===== src/rtl/lcd_mod_pkg.sv =====
package lcd_mod_pkg;

  // Strobes from control to datapath, one cycle each
  typedef struct packed {
    logic clrLine;
    logic incLine;
    logic toggleMod;
    logic clrMod;
    logic clrFrame;
    logic incFrame;
    logic setHold;
    logic clrHold;
  } modStrobes_t;

  localparam logic CFG_ADDR_PANEL = 1'b0;
  localparam logic CFG_ADDR_RATE  = 1'b1;
  localparam int   EL_BIT         = 7;
  localparam int   TFT_BIT        = 0;

endpackage


===== src/rtl/lmc_regs.sv =====
module lmc_regs #(
  parameter int RATE_W = 6,
  parameter int DATA_W = 8
) (
  input  logic              clk,
  input  logic              rstN,
  input  logic              wrEn,
  input  logic              addr,
  input  logic [DATA_W-1:0] wrData,
  output logic [DATA_W-1:0] rdData,
  output logic [RATE_W-1:0] rate,
  output logic              elEn,
  output logic              tftSel,
  output logic              rateWr
);
  import lcd_mod_pkg::*;

  logic panelWr;

  assign panelWr = wrEn && (addr == CFG_ADDR_PANEL);
  assign rateWr  = wrEn && (addr == CFG_ADDR_RATE);

  always_ff @(posedge clk or negedge rstN) begin
    if (!rstN) begin
      rate   <= '0;
      elEn   <= 1'b0;
      tftSel <= 1'b0;
    end else begin
      if (rateWr) rate <= wrData[RATE_W-1:0];
      if (panelWr) begin
        elEn   <= wrData[EL_BIT];
        tftSel <= wrData[TFT_BIT];
      end
    end
  end

  always_comb begin
    rdData = '0;
    if (addr == CFG_ADDR_RATE) begin
      rdData[RATE_W-1:0] = rate;
    end else begin
      rdData[EL_BIT]  = elEn;
      rdData[TFT_BIT] = tftSel;
    end
  end

endmodule


===== src/rtl/lmc_ctrl.sv =====
module lmc_ctrl #(
  parameter int RATE_W = 6
) (
  input  logic                      modPinSel,
  input  logic                      tftSel,
  input  logic                      elEn,
  input  logic [RATE_W-1:0]         rate,
  input  logic                      rateWr,
  input  logic                      linePulse,
  input  logic                      framePulse,
  input  logic                      lineHit,
  input  logic                      frameHit,
  output lcd_mod_pkg::modStrobes_t  strb
);

  logic modActive;
  logic elActive;
  logic frameMode;
  logic lineCountable;

  assign modActive     = modPinSel && !tftSel;
  assign elActive      = elEn && !tftSel;
  assign frameMode     = (rate == '0);
  assign lineCountable = modActive && !frameMode && linePulse && !rateWr;

  always_comb begin
    strb = '0;
    // alternation path
    strb.clrMod    = !modActive;
    strb.toggleMod = modActive && ((frameMode && framePulse) || (lineCountable && lineHit));
    strb.clrLine   = !modActive || rateWr || frameMode || (lineCountable && lineHit);
    strb.incLine   = lineCountable && !lineHit;
    // freeze path
    strb.setHold   = elActive && framePulse && frameHit;
    strb.clrHold   = !elActive || framePulse;
    strb.clrFrame  = !elActive || (framePulse && frameHit);
    strb.incFrame  = elActive && framePulse && !frameHit;
  end

endmodule


===== src/rtl/lmc_datapath.sv =====
module lmc_datapath #(
  parameter int RATE_W        = 6,
  parameter int FRAME_W       = 18,
  parameter int FREEZE_PERIOD = 262143
) (
  input  logic                     clk,
  input  logic                     rstN,
  input  lcd_mod_pkg::modStrobes_t strb,
  input  logic [RATE_W-1:0]        rate,
  output logic                     lineHit,
  output logic                     frameHit,
  output logic                     modOut,
  output logic                     frmHold
);

  localparam logic [FRAME_W-1:0] FRAME_LAST = FRAME_W'(FREEZE_PERIOD - 1);

  logic [RATE_W-1:0]  lineCnt;
  logic [FRAME_W-1:0] frameCnt;
  logic [RATE_W:0]    lineNext;

  assign lineNext = {1'b0, lineCnt} + 1'b1;
  assign lineHit  = (lineNext == {1'b0, rate});
  assign frameHit = (frameCnt == FRAME_LAST);

  always_ff @(posedge clk or negedge rstN) begin
    if (!rstN) begin
      lineCnt <= '0;
      modOut  <= 1'b0;
    end else begin
      if (strb.clrLine)      lineCnt <= '0;
      else if (strb.incLine) lineCnt <= lineNext[RATE_W-1:0];
      if (strb.clrMod)         modOut <= 1'b0;
      else if (strb.toggleMod) modOut <= !modOut;
    end
  end

  always_ff @(posedge clk or negedge rstN) begin
    if (!rstN) begin
      frameCnt <= '0;
      frmHold  <= 1'b0;
    end else begin
      if (strb.clrFrame)      frameCnt <= '0;
      else if (strb.incFrame) frameCnt <= frameCnt + 1'b1;
      if (strb.setHold)      frmHold <= 1'b1;
      else if (strb.clrHold) frmHold <= 1'b0;
    end
  end

endmodule


===== src/rtl/lcd_mod_ctrl.sv =====
module lcd_mod_ctrl #(
  parameter int RATE_W        = 6,
  parameter int DATA_W        = 8,
  parameter int FRAME_W       = 18,
  parameter int FREEZE_PERIOD = 262143
) (
  input  logic              clk,
  input  logic              rstN,
  input  logic              cfgWrEn,
  input  logic              cfgAddr,
  input  logic [DATA_W-1:0] cfgWrData,
  output logic [DATA_W-1:0] cfgRdData,
  input  logic              modPinSel,
  input  logic              linePulse,
  input  logic              framePulse,
  output logic              modOut,
  output logic              frmHold
);

  lcd_mod_pkg::modStrobes_t strb;
  logic [RATE_W-1:0] rate;
  logic elEn;
  logic tftSel;
  logic rateWr;
  logic lineHit;
  logic frameHit;

  lmc_regs #(.RATE_W(RATE_W), .DATA_W(DATA_W)) u_regs (
    .clk(clk), .rstN(rstN), .wrEn(cfgWrEn), .addr(cfgAddr),
    .wrData(cfgWrData), .rdData(cfgRdData), .rate(rate),
    .elEn(elEn), .tftSel(tftSel), .rateWr(rateWr)
  );

  lmc_ctrl #(.RATE_W(RATE_W)) u_ctrl (
    .modPinSel(modPinSel), .tftSel(tftSel), .elEn(elEn), .rate(rate),
    .rateWr(rateWr), .linePulse(linePulse), .framePulse(framePulse),
    .lineHit(lineHit), .frameHit(frameHit), .strb(strb)
  );

  lmc_datapath #(.RATE_W(RATE_W), .FRAME_W(FRAME_W), .FREEZE_PERIOD(FREEZE_PERIOD)) u_dp (
    .clk(clk), .rstN(rstN), .strb(strb), .rate(rate),
    .lineHit(lineHit), .frameHit(frameHit), .modOut(modOut), .frmHold(frmHold)
  );

endmodule


===== config.mk =====
export PLATFORM = sky130hd
export DESIGN_NAME = lcd_mod_ctrl
export DESIGN_NICKNAME = d
export VERILOG_FILES = /design/src/rtl/lcd_mod_pkg.sv /design/src/rtl/lmc_regs.sv /design/src/rtl/lmc_ctrl.sv /design/src/rtl/lmc_datapath.sv /design/src/rtl/lcd_mod_ctrl.sv
export SDC_FILE = /design/constraint.sdc
export NUM_CORES = 1
export LEC_CHECK = 0
export BUFFER_PORTS_ARGS = -buffer_cell sky130_fd_sc_hd__buf_4
export CORE_MARGIN = 2
export CORE_UTILIZATION = 55
export CTS_CLUSTER_DIAMETER = 40
export CTS_CLUSTER_SIZE = 30
export DETAILED_ROUTE_END_ITERATION = 10
export GPL_TIMING_DRIVEN = 0
export PLACE_DENSITY = 0.77
export SLEW_MARGIN = 40
export SYNTH_ARGS = -nofsm -noshare
export SYNTH_HDL_FRONTEND = slang
export SYNTH_SLANG_ARGS = --single-unit
export TNS_END_PERCENT = 5

===== constraint.sdc =====
create_clock -name clk -period 4.55 [get_ports clk]
set_clock_uncertainty 0.2 [all_clocks]
set_input_delay 1.1375 -clock clk [delete_from_list [all_inputs] [get_ports clk]]
set_output_delay 1.1375 -clock clk [all_outputs]
set_load 0.02 [all_outputs]

; After elaboration in Yosys (flattened, before gate mapping)
; Cells that the tools add are included.
[totals]
reg_bits = 34
input_bits = 15
output_inout_bits = 10
elab_cells = 57
[op_classes]
n_addsub = 2
n_eq_ne = 3
n_mux = 11
n_bitwise = 1
reduce_logical = 33
[ops]
columns = op, n
row1 = $mux W18, 2
row2 = $add A18 B1 Y18 const B, 1
row3 = $eq A18 B18 Y1 const B, 1
row4 = $logic_and A1 B1 Y1, 15
row5 = $mux W6, 2
row6 = $logic_not A1 Y1, 8
row7 = $add A6 B1 Y7 const B, 1
row8 = $eq A7 B6 Y1, 1
row9 = $logic_not A6 Y1, 1
row10 = $logic_or A1 B1 Y1, 6
row11 = $mux W1, 6
row12 = $reduce_bool A2 Y1, 3
row13 = $mux W5, 1
row14 = $ne A2 B2 Y1 const B, 1
row15 = $not A1 Y1, 1

; Depth between registers and ports, before layout
[depth]
depth_word = 10
ltp_mapped = 7
ltp_nobuf = 6

; Modules after synthesis
; A second synthesis with hierarchy kept.
[unflattened]
cells_unflattened = 192
hier_area_um2 = 1958.1
[by_module_without_submodules]
columns = mod, instances, cells_each, area_per_inst_um2, seq_area_each_um2
row1 = lmc_datapath, 1, 146, 1456.4, 650.6
row2 = lmc_regs, 1, 29, 392.9, 200.2
row3 = lmc_ctrl, 1, 17, 108.9, 0.0

; Worst setup path before layout
; OpenSTA, ideal clock, no wires.
[synth_timing]
path_type = input -> output
startpoint = in cfgAddr
endpoint = out cfgRdData[0]
arrival_time_ps = 1747
required_ps = 3213
path_slack_ps = 1466
path_stages = 2
path_buffers = 1
path_cell_list = clkbuf_1 > mux2_2
[synth_between]
elab_chain_cells = 1
[synth_lines]
columns = element, line_no
row1 = from (decl), lcd_mod_ctrl.sv:10  ; input logic cfgAddr,
row2 = $mux W1, lmc_regs.sv:39  ; if (addr == CFG_ADDR_RATE) begin
row3 = to (decl), lcd_mod_ctrl.sv:12  ; output logic [DATA_W-1:0] cfgRdData,
; Every way passes these cells.

; Worst setup path in the final report
; Same ends and word-level chain as after synthesis.

==> run_results.csv <==
group,metric,value,unit
clocking,cts_buffers,5,
sta,rsz0062_at_grt,"false",
clocking,cts_root_buffer,"clkbuf_4",
grt,grt_overflow,0,
grt,grt_start_max_net_pins,35,
logic_synthesis,synth_warnings,0,
sta,fmax,309.2,MHz
critical_path,startpoint_type,"input pin",
die,initial_utilization,56.84,%
clocking,cts_tree,"built",
sta,finalCriticalPeriod,3.234,ns
die,die-area,0.003934,mm2
place,post-place-cells,266,
flow_run,max_cap_violations,0,
cells_and_area,final_cell_mix,"34 x dfrtp_1, 22 x nor2_1, 21 x buf_4",
critical_path,endpoint_kind,"primary output",
sta,fin_setup_tns,0,ns
detailed_routing,dr.pass1.iters,4,
die,ios,25,
logic_synthesis,syn_nets,218,
sta,worst_slew_pin_slew,0.6565,ns
logic_synthesis,yosys_register_bits,34,
die,fp.coreArea,0.003337,mm2
die,dieHeight,62.73,um
outcome,status,"finished, final reports clean",
sta,period_share,71.08,%
clocking,post_cts_buffers,0,
sta,hold_violations,0,
hold_path,hold_class,"flip-flop to flip-flop",
place,io_buffers,20,
grt,grt_first_pass_wirelength,6.382,mm
detailed_routing,drc,0,
cells_and_area,fillers,292,
clocking,cts_num_sinks,34,
critical_path,arrival,1.90,ns
clocking,clk_latency,0.34,ns
logic_synthesis,synth_area_per_cell,9.484,um2
sta,drv_slew,0,
clocking,cts_resized,0,
die,fp.dieW,62.73,um
clocking,clk_pin_slew_worst_paths,0.11,ns
grt,antenna_found_initial,0,
logic_synthesis,synthCells,200,
clocking,h-tree-depth,2,
detailed_routing,routed_wl,3.471,mm
cells_and_area,n_antenna_cell,0,
cells_and_area,final_cells,274,
clocking,ctsLongestPathBuffers,2,
cells_and_area,drive_gt1_share,17.54,%
logic_synthesis,synth_area,0.001897,mm2
place,gp_congestion,0.8154,
power_and_ir_drop,powerDensity,278.7,mW/mm2
sta,slew_headroom,56.04,%
logic_synthesis,yosysUniqueCellTypes,37,
detailed_routing,drtIter0Drc,61,
critical_path,cp.required,3.21,ns
power_and_ir_drop,leakagePower,0.9245,nW
cells_and_area,final_common_cell,"dfrtp_1",
critical_path,path_max_fanout,9,
cells_and_area,nets,245,
logic_synthesis,yosysSeqAreaShare,44.85,%
detailed_routing,wire_per_inst,12.67,um
power_and_ir_drop,ir_drop,201.7,uV
sta,setup_viol,0,
grt,track_usage,20.25,%
critical_path,criticalPathCategory,"input pin to primary output",
place,hpwl,2.540,mm
die,std_cell_rows,21,
detailed_routing,viasPerCell,5.347,
cells_and_area,syn2layout_area_growth,14.38,%
detailed_routing,ant_nets,0,
detailed_routing,vias,1465,
cells_and_area,final_core_util,65.02,%
grt,grt_pass1_vias,1430,
clocking,hold_buffers,0,
-- per-layer routing --
layer	share of wire (%)	track usage, %
met1	51	27.40
met2	43	31.85
met3	4.8	5.766
met4	1.3	6.111
met5	0	0
-- power by group --
part	switching, mW	internal, mW
Sequential	0.0173	0.315
Combinational	0.0532	0.0458
Clock	0.0990	0.0749
Total	0.170	0.435
-- final timing paths --
kind	startpoint	end	slack, ns	cells after the start
min	u_dp.frmHold	u_dp.frmHold	0.36	2
min reg2reg	u_dp.frmHold	u_dp.frmHold	0.36	2
max reg2reg	u_dp.frameCnt[4]	u_dp.frameCnt[7]	2.23	7
min in group asynchronous	rstN	u_dp.frameCnt[4]	0.53	1
max in group asynchronous	rstN	u_dp.frameCnt[6]	3.33	1
max	cfgAddr	cfgRdData[0]	1.32	3
-- cells by family after synthesis --
family | Yosys count | synth area share (%)
compound gates | 24 | 7.981
mux | 9 | 5.343
fa+ha+maj | 3 | 1.979
simple gates | 97 | 27.31
xor+xnor | 22 | 10.16
buf+inv | 10 | 2.177
other cells | 1 | 0.1977
flops | 34 | 44.86
-- critical path, cell delays in order --
cell and delay (ns):
clkbuf_1 0.23, mux2_2 0.37, buf_4 0.16
-- Yosys cell counts, drive strengths merged --
cell type	instances	area [um2]
nor2b	5	31.28
and3	4	25.02
and4	3	26.28
or3	1	6.260
a31oi	1	6.260
nand2b	6	37.54
dfrtp	34	850.8
o22ai	4	25.02
o21ai	4	20.01
xor2	15	131.4
o311ai	1	16.27
clkbuf	6	22.52
nand2	16	60.06
a21oi	10	50.05
ha	3	37.54
o211a	1	10.01
and2	10	62.56
a211o	1	8.760
nand4	5	31.28
buf	1	7.510
nor4	1	6.260
o211ai	2	15.01
or4b	1	10.01
xnor2	7	61.31
inv	3	11.26
nor3	5	25.02
mux2	9	101.4
nand3	11	55.05
conb	1	3.750
nor3b	2	15.01
nor2	22	82.58
nand3b	1	7.510
or3b	1	8.760
or4	2	18.77
nand4b	1	8.760
-- final cells by class --
cell class,instances,area (um2),area share [%]
buffer,7,30.03,1.384
clock buffer,7,55.05,2.537
clock inverter,1,5.005,0.2307
inverter,3,11.26,0.5190
multi-input combinational,156,1010,46.54
sequential,34,850.8,39.22
tap,46,57.56,2.653
timing repair buffer,20,150.1,6.920
-- per-stage QoR --
| stage | hold slack (ns) | total power [mW] | instance area (um2) | setup WS, ns |
|---|---|---|---|---|
| 2_1_floorplan | 0.2977 | 0.3979 | 1897 | 1.466 |
| 3_3_place_gp | 0.3293 | 0.4360 | 2105 | 1.294 |
| 3_5_place_dp | 0.3266 | 0.4375 | 2105 | 1.312 |
| 4_1_cts | 0.3581 | 0.6076 | 2165 | 1.309 |
| 5_1_grt | 0.3919 | 0.6371 | 2170 | 1.254 |
| 6_report | 0.3585 | 0.6048 | 2170 | 1.316 |
-- state kept, by name, summed over array words and instances (netlist names) --
name	cells
u_dp.frmHold	1
u_regs.tftSel	1
u_regs.rate	6
u_regs.elEn	1
u_dp.frameCnt	18
u_dp.lineCnt	6
u_dp.modOut	1
Power figures use the tool's default switching activity.
